File: config.mk
export PLATFORM = sky130hd
export DESIGN_NAME = todc_timebase
export DESIGN_NICKNAME = d
export VERILOG_FILES = /design/src/rtl/todc_pkg.sv /design/src/rtl/todc_frac_acc.sv /design/src/rtl/todc_split_reg.sv /design/src/rtl/todc_count_core.sv /design/src/rtl/todc_timebase.sv
export SDC_FILE = /design/constraint.sdc
export NUM_CORES = 1
export LEC_CHECK = 0
export BUFFER_PORTS_ARGS = -buffer_cell sky130_fd_sc_hd__buf_2
export CORE_ASPECT_RATIO = 1.25
export CORE_MARGIN = 4
export CORE_UTILIZATION = 60
export DETAILED_ROUTE_END_ITERATION = 12
export GPL_TIMING_DRIVEN = 0
export PLACE_DENSITY = 0.9
export SYNTH_ARGS = -nofsm -noshare
export SYNTH_HDL_FRONTEND = slang
export SYNTH_SLANG_ARGS = --single-unit
export TNS_END_PERCENT = 20
File: constraint.sdc
create_clock -name clk -period 6.5 [get_ports clk]
set_input_delay 0.975 -clock clk [delete_from_list [all_inputs] [get_ports clk]]
set_output_delay 0.975 -clock clk [all_outputs]
set_load 0.03 [all_outputs]
File: src/rtl/todc_pkg.sv
package todc_pkg;

  typedef enum logic [2:0] {
    A_CTRL   = 3'd0,
    A_ADDEND = 3'd1,
    A_CNT_LO = 3'd2,
    A_CNT_HI = 3'd3,
    A_OFF_LO = 3'd4,
    A_OFF_HI = 3'd5,
    A_NOW_LO = 3'd6,
    A_NOW_HI = 3'd7
  } todc_addr_e;

  // step added to the count on an advancing edge: integer period plus carry
  function automatic logic [63:0] tick_step(input logic [63:0] iper, input logic carry);
    return iper + {63'd0, carry};
  endfunction

  // wrap-around sum of two words, returning the carry above the top bit
  function automatic logic [32:0] frac_add(input logic [31:0] a, input logic [31:0] b);
    return {1'b0, a} + {1'b0, b};
  endfunction

endpackage

File: src/rtl/todc_frac_acc.sv
module todc_frac_acc #(
  parameter int FRAC_W = 32
) (
  input  logic              clk,
  input  logic              rst_n,
  input  logic              adv,
  input  logic [FRAC_W-1:0] addend,
  output logic              carry,
  output logic [FRAC_W-1:0] frac_q
);
  logic [FRAC_W:0] sum;

  always_comb begin
    sum   = {1'b0, frac_q} + {1'b0, addend};
    carry = sum[FRAC_W];
  end

  always_ff @(posedge clk or negedge rst_n) begin
    if (!rst_n)   frac_q <= '0;
    else if (adv) frac_q <= sum[FRAC_W-1:0];
  end
endmodule

File: src/rtl/todc_split_reg.sv
module todc_split_reg #(
  parameter int HALF_W = 32,
  localparam int FULL_W = 2 * HALF_W
) (
  input  logic              clk,
  input  logic              rst_n,
  input  logic              wr_lo,
  input  logic              wr_hi,
  input  logic [HALF_W-1:0] wdata,
  output logic              ld_o,
  output logic [FULL_W-1:0] ld_val_o
);
  logic [HALF_W-1:0] stage_q;

  always_ff @(posedge clk or negedge rst_n) begin
    if (!rst_n)     stage_q <= '0;
    else if (wr_lo) stage_q <= wdata;
  end

  assign ld_o     = wr_hi;
  assign ld_val_o = {wdata, stage_q};
endmodule

File: src/rtl/todc_count_core.sv
module todc_count_core #(
  parameter int TIME_W = 64
) (
  input  logic              clk,
  input  logic              rst_n,
  input  logic              adv,
  input  logic [TIME_W-1:0] step,
  input  logic              load,
  input  logic [TIME_W-1:0] load_val,
  output logic [TIME_W-1:0] cnt_q
);
  always_ff @(posedge clk or negedge rst_n) begin
    if (!rst_n)     cnt_q <= '0;
    else if (load)  cnt_q <= load_val;
    else if (adv)   cnt_q <= cnt_q + step;
  end
endmodule

File: src/rtl/todc_timebase.sv
module todc_timebase #(
  parameter int WORD_W   = 32,
  parameter int IPER_W   = 10,
  parameter int IPER_LSB = 16,
  parameter int EN_BIT   = 2
) (
  input  logic              clk,
  input  logic              rst_n,
  input  logic              reg_wr,
  input  logic              reg_rd,
  input  logic [2:0]        reg_addr,
  input  logic [WORD_W-1:0] reg_wdata,
  output logic [WORD_W-1:0] reg_rdata,
  output logic [2*WORD_W-1:0] now_o,
  output logic              tick_o
);
  import todc_pkg::*;
  localparam int TIME_W = 2 * WORD_W;

  logic              en_q;
  logic [IPER_W-1:0] iper_q;
  logic [WORD_W-1:0] addend_q;
  logic [TIME_W-1:0] cnt_q, off_q, now_w, step_w;
  logic [WORD_W-1:0] snap_q;
  logic              tick_q;

  // named internal events
  logic wr_ctrl, wr_add, wr_clo, wr_chi, wr_olo, wr_ohi, rd_nlo;
  logic cnt_ld, off_ld, adv, carry;
  logic [TIME_W-1:0] cnt_ld_val, off_ld_val;
  logic [WORD_W-1:0] frac_q;

  todc_addr_e addr_e;
  assign addr_e = todc_addr_e'(reg_addr);

  assign wr_ctrl = reg_wr && (addr_e == A_CTRL);
  assign wr_add  = reg_wr && (addr_e == A_ADDEND);
  assign wr_clo  = reg_wr && (addr_e == A_CNT_LO);
  assign wr_chi  = reg_wr && (addr_e == A_CNT_HI);
  assign wr_olo  = reg_wr && (addr_e == A_OFF_LO);
  assign wr_ohi  = reg_wr && (addr_e == A_OFF_HI);
  assign rd_nlo  = reg_rd && (addr_e == A_NOW_LO);

  assign adv = en_q && !cnt_ld;

  todc_split_reg #(.HALF_W(WORD_W)) u_cnt_stage (
    .clk(clk), .rst_n(rst_n), .wr_lo(wr_clo), .wr_hi(wr_chi),
    .wdata(reg_wdata), .ld_o(cnt_ld), .ld_val_o(cnt_ld_val)
  );

  todc_split_reg #(.HALF_W(WORD_W)) u_off_stage (
    .clk(clk), .rst_n(rst_n), .wr_lo(wr_olo), .wr_hi(wr_ohi),
    .wdata(reg_wdata), .ld_o(off_ld), .ld_val_o(off_ld_val)
  );

  todc_frac_acc #(.FRAC_W(WORD_W)) u_frac (
    .clk(clk), .rst_n(rst_n), .adv(adv), .addend(addend_q),
    .carry(carry), .frac_q(frac_q)
  );

  assign step_w = TIME_W'(tick_step(64'(iper_q), carry));

  todc_count_core #(.TIME_W(TIME_W)) u_core (
    .clk(clk), .rst_n(rst_n), .adv(adv), .step(step_w),
    .load(cnt_ld), .load_val(cnt_ld_val), .cnt_q(cnt_q)
  );

  always_ff @(posedge clk or negedge rst_n) begin
    if (!rst_n) begin
      en_q     <= 1'b0;
      iper_q   <= '0;
      addend_q <= '0;
      off_q    <= '0;
      snap_q   <= '0;
      tick_q   <= 1'b0;
    end else begin
      if (wr_ctrl) begin
        en_q   <= reg_wdata[EN_BIT];
        iper_q <= reg_wdata[IPER_LSB +: IPER_W];
      end
      if (wr_add) addend_q <= reg_wdata;
      if (off_ld) off_q <= off_ld_val;
      if (rd_nlo) snap_q <= now_w[TIME_W-1:WORD_W];
      tick_q <= adv;
    end
  end

  assign now_w  = cnt_q + off_q;
  assign now_o  = now_w;
  assign tick_o = tick_q;

  always_comb begin
    reg_rdata = '0;
    case (addr_e)
      A_CTRL: begin
        reg_rdata[EN_BIT] = en_q;
        reg_rdata[IPER_LSB +: IPER_W] = iper_q;
      end
      A_ADDEND: reg_rdata = addend_q;
      A_CNT_LO: reg_rdata = cnt_q[WORD_W-1:0];
      A_CNT_HI: reg_rdata = cnt_q[TIME_W-1:WORD_W];
      A_OFF_LO: reg_rdata = off_q[WORD_W-1:0];
      A_OFF_HI: reg_rdata = off_q[TIME_W-1:WORD_W];
      A_NOW_LO: reg_rdata = now_w[WORD_W-1:0];
      A_NOW_HI: reg_rdata = snap_q;
      default:  reg_rdata = '0;
    endcase
  end
endmodule

# == Word level (Yosys, flattened, before mapping) ==
# Index checks and enable logic that the tools add are counted.
# word_totals
mem_bits_ro,0
in_bits,39
memories,0
word_cells,39
out_inout_bits,97
latch_bits,0
regBits,300
ramBits,0
# classes
n_bitwise,0
n_eq_ne,7
reduce_logical,11
add_sub_neg,4
shifts,0
div_mod_pow,0
muxes,7
magnitude_cmp,0
n_mul,0
# op_table
cell,count
2-to-1 mux 64 bit,2
case mux 13 bit (7 select lines),1
case mux 10 bit (8 select lines),1
adder 64 x 11 -> 64 bit,1
adder 64 bit,1
case mux 6 bit (7 select lines),1
adder 32 x 32 -> 33 bit,1
case mux 2 bit (7 select lines),1
== test 3 bit (second input constant),4
adder 10 x 1 -> 11 bit,1
logical AND 1 bit,8
case mux 1 bit (8 select lines),1
== test 3 x 2 -> 1 bit (second input constant),2
== test 3 x 1 -> 1 bit (second input constant),1
logical NOT 3 bit,1
nonzero test 2 bit,1
logical NOT 1 bit,1

# == Logic depth before layout (Yosys ltp) ==
# depth
word_depth,6
ltp_mapped,24

# == Modules after synthesis ==
# A second synthesis with hierarchy kept.
# hier_totals
cells_unflattened,2612
hier_area_um2,24064.3
# by_module_without_submodules
module,cells_per_inst,instances,area_each_um2
todc_timebase,1214,1,10999.3
todc_count_core,806,1,6521.3
todc_frac_acc,390,1,3358.2
todc_split_reg,101,2,1592.8

# == Worst setup path before layout ==
# Ideal clock, no wire load.
# synth_path
path_kind,register to register
start,reg addend_q[0]
end,reg u_core.cnt_q[48]
t_arrival_ns,5.014
required_ns,6.364
setup_ns,0.136
setup_slack_ns,1.350
path_buffers,0
stages_incl_launch_ff,25
path_cell_list,dfrtp_1 > ha_1 > fa_1 > a21o_1 > a21oi_1 > o211ai_1 > nand3_1 > o41ai_1 > a21oi_1 > a21oi_1 > a221o_1 > a21o_1 > a21oi_1 > fa_1 > fa_1 > nor2b_1 > o21ai_1 > a21boi_1 > o21ai_0 > a21boi_0 > o21a_1 > o2111ai_2 > a2111oi_0 > xnor2_1 > o21ai_0
# synth_via
elab_chain_len,5
# synth_rtl
element,line,source
start: declaration,todc_timebase.sv:22,logic [WORD_W-1:0] addend_q;
start signal: assignment,todc_timebase.sv:81,if (wr_add) addend_q <= reg_wdata;
adder 32 x 32 -> 33 bit,todc_frac_acc.sv:14,"sum = {1'b0, frac_q} + {1'b0, addend};"
adder 10 x 1 -> 11 bit,todc_pkg.sv:16,"return iper + {63'd0, carry};"
adder 64 x 11 -> 64 bit,todc_count_core.sv:15,else if (adv) cnt_q <= cnt_q + step;
2-to-1 mux 64 bit,todc_count_core.sv:15,
2-to-1 mux 64 bit,todc_count_core.sv:14,else if (load) cnt_q <= load_val;
end signal: assignment,todc_count_core.sv:14,
end signal: assignment,todc_count_core.sv:15,
end: declaration,todc_count_core.sv:10,output logic [TIME_W-1:0] cnt_q
# No other way between the ends. The select of a mux whose other input is x is not followed.
# A chain may end at the register's enable or synchronous reset.

# == Worst setup path in the final report ==
# layout_path
start,reg addend_q[0]
end,reg u_core.cnt_q[13]
# Same word-level chain as after synthesis.

==> impl_metrics.toml <==
[layout]
nNetsFinal = 2426
synthToLayoutAreaGrowth_pct = 12.7
final_util_pct = 69.1
fill_cells = 2424
final_layout_size_suffix_gt1_share_pct = 18.8

[status]
status = "finished clean"

[synthesis]
yosysTopAreaCell = "dfrtp_1"
syn_avg_cell_area_sq_um = 9.35
ys_seq_area_share_pct = 38.2
synthMostInstantiatedCell = "dfrtp_1"
synth-edff-count = 0
synth_cell_types = 72
yosys_register_bits = 300
synthesis.area_sq_mm = 0.0197
synth_commonest_cells = "dfrtp_1 (300), nand2_1 (263), mux2_2 (197)"
ys.flop_type = "dfrtp_1"
ys_async_sr_fraction_pct = 100
synth_area_leaders = "dfrtp_1 (38%), mux2_2 (11%), ha_1 (6.6%), nand2_1 (5.0%), o21ai_0 (3.8%)"
synth_fp_nets = 2251
ys_warn_count = 0
synth_top_area_share_pct = 38.2
syn-instance-count = 2104

[timing]
min_period_ps = 6310
final_hold_viol_count = 0
whs_ps = 337
worst_slew_pin_slew_ps = 1460
finalCritPeriodShare_pct = 97.1
slew_violations = 0
maxSlewHeadroom_pct = 1.95
fin_skew_ps = 24.9
setup_viol_count_final = 0
max_freq_mhz = 158

[global_routing]
overflow = 0
antenna_found_initial = 1
grt_usage_pct = 40.6
grt_pass1_vias = 18400
grt_pass1_wl_microns = 110000
grt_max_degree = 123

[critical_path]
slowest_stage = "o2111ai_1"
crit_required_ps = 6930
cp_max_fo = 7
rrSetupSlack_ps = 190
reg2reg_to = "u_core.cnt_q[13]"
path_class = "reg2reg"
endpoint_kind = "flop"
crit_chain = "ha_2 > fa_1 > a21o_1 > a21oi_1 > o211ai_1 > nand3_2 > o41ai_4 > a21oi_2 > a21oi_2 > a221o_1 > a21o_1 > a21oi_2 > fa_1 > nor2b_1 > o21ai_0 > a21boi_0 > o21ai_0 > a21boi_1 > o2111ai_1 > a21boi_1 > o211ai_1 > xor2_1 > o21ai_0"
cp.arrival_ps = 6740
rr_worst_depth = 23
r2r-start = "addend_q[0]"
critical_path.max_stage_delay_ps = 490
worstSetupStartpointType = "flop"

[placed_design]
place_hpwl_microns = 58400
gp_congestion = 1.02
io_buffers = 135

[floorplan]
coreArea_sq_mm = 0.0321
dieArea_sq_mm = 0.0358
chipWidth_microns = 170
fp-row-count = 73
die_h_microns = 210
io_pins = 136
initial_utilization_pct = 61.4

[route]
drc_errors = 0
drt_iter0_drc = 2510
vias = 18600
drt-wirelength-per-cell_microns = 27.5
totalWireLength_microns = 74600
antenna_left = 0
dr.pass1.iters = 8
vias_per_cell = 6.85

[clock_tree]
clock-sinks = 300
root_buffer = "clkbuf_16"
cts_buffers = 30
cts_tree = "done"
worstSkewPairLatency_ps = 580
cts_buffer_depth = 3
htree_levels = 1
cts_hold_buf = 0
clkTransAtPathRegs_ps = 70

[power]
p_per_area_mw_per_mm2 = 511
power.total_mw = 11.3
power.leakage_nw = 9.67
ir_drop_mv = 0.417

[worst_hold_path]
hold_path_class = "in2async"

[run]
max_cap_violations = 0
## cell usage in the layout (no fill, tap or decap), drive strengths merged, types with 13 or more instances in the layout
master     n
a22o      21
a31oi     18
nor2b     21
clkbuf   130
a22oi     29
a21o      46
a211oi    19
mux2i     23
inv       46
and3      34
o21a      16
o21ai    157
o21bai    19
nand4     33
o211ai    20
o2111ai   15
buf      161
nor2     118
ha       104
xnor2     82
a221oi    32
xor2      45
mux2     198
and2      13
nand2    263
a21oi    142
nand3     61
nor3      24
dfrtp    300
## layout make-up
type	instances	area, sq um	area share [%]
Multi-Input combinational cell	1655	11800	53.1
Sequential cell	300	7510	33.9
Clock buffer	42	867	3.91
Timing Repair Buffer	143	783	3.53
Tap cell	412	515	2.33
Buffer	106	405	1.83
Clock inverter	14	164	0.739
Inverter	43	161	0.728
Antenna cell	1	2.50	0.0113
## worst max-delay path by stage
stage,start,to
2_1_floorplan,addend_q[0],u_core.cnt_q[48]
3_3_place_gp,rst_n,snap_q[10]
3_5_place_dp,addend_q[0],u_core.cnt_q[40]
4_1_cts,addend_q[0],u_core.cnt_q[48]
5_1_grt,addend_q[0],u_core.cnt_q[38]
6_report,addend_q[0],u_core.cnt_q[13]
## where the power goes
part,switching (mW),internal (mW)
clock network,0.785,1.05
registers,0.786,2.44
logic,4.06,2.19
total,5.63,5.68
## state kept, by name, indices dropped and copies added (netlist names)
name	flops
tick_o	1
u_core.cnt_q	64
u_off_stage.stage_q	32
u_frac.frac_q	32
snap_q	32
iper_q	10
off_q	64
en_q	1
u_cnt_stage.stage_q	32
addend_q	32
## stage by stage
stage | cell area, sq um | setup WS [ps] | std cells | TNS [ps]
3_5_place_dp | 20900 | -622 | 2654 | -8280
5_1_grt | 22200 | -0.221 | 2716 | -0.221
6_report | 22200 | 187 | 2716 | 0
3_3_place_gp | 20900 | -1060 | 2651 | -309510
2_1_floorplan | 19700 | 1350 | 2104 | 0
4_1_cts | 22000 | -50.6 | 2710 | -176
## worst max-delay path, delay by kind of cell (launching register included)
| kind | cells | cell delay, ps |
|---|---|---|
| XOR/XNOR | 1 | 200 |
| adder cells (fa/ha/maj) | 3 | 930 |
| flip-flops | 1 | 470 |
| AND/OR/NAND/NOR | 2 | 220 |
| AO/OA/AOI/OAI | 17 | 4340 |
## layer usage
metal / vias up / GRT usage (%) / routed length (microns)
met5: - / 0 / 0
met4: 0 / 20.3 / 4560
met3: 283 / 7.03 / 7060
met2: 1148 / 65.9 / 34600
met1: 9112 / 52.5 / 28300
li1: 8067 / - / -
## logic make-up (layout without fill, tap and decap cells)
group,count (synthesis),count (layout),synth area share [%]
muxes,221,221,12.5
buffers and inverters,149,348,2.88
xor gates and xnor gates,127,127,5.65
DFF,300,300,38.2
and+or+nand+nor,612,612,14.2
adders and majority gates,108,108,7.02
AOI/OAI and AO/OA,587,587,19.5
other,0,1,0
## what timing repair did
item / CTS / global route
cloned: 0 / 0
setup endpoints to repair: 37 / 53
buffers inserted: 0 / 5
resized for setup: 14 / 18
pin swaps: 0 / 12
(Power assumes the default switching activity.)
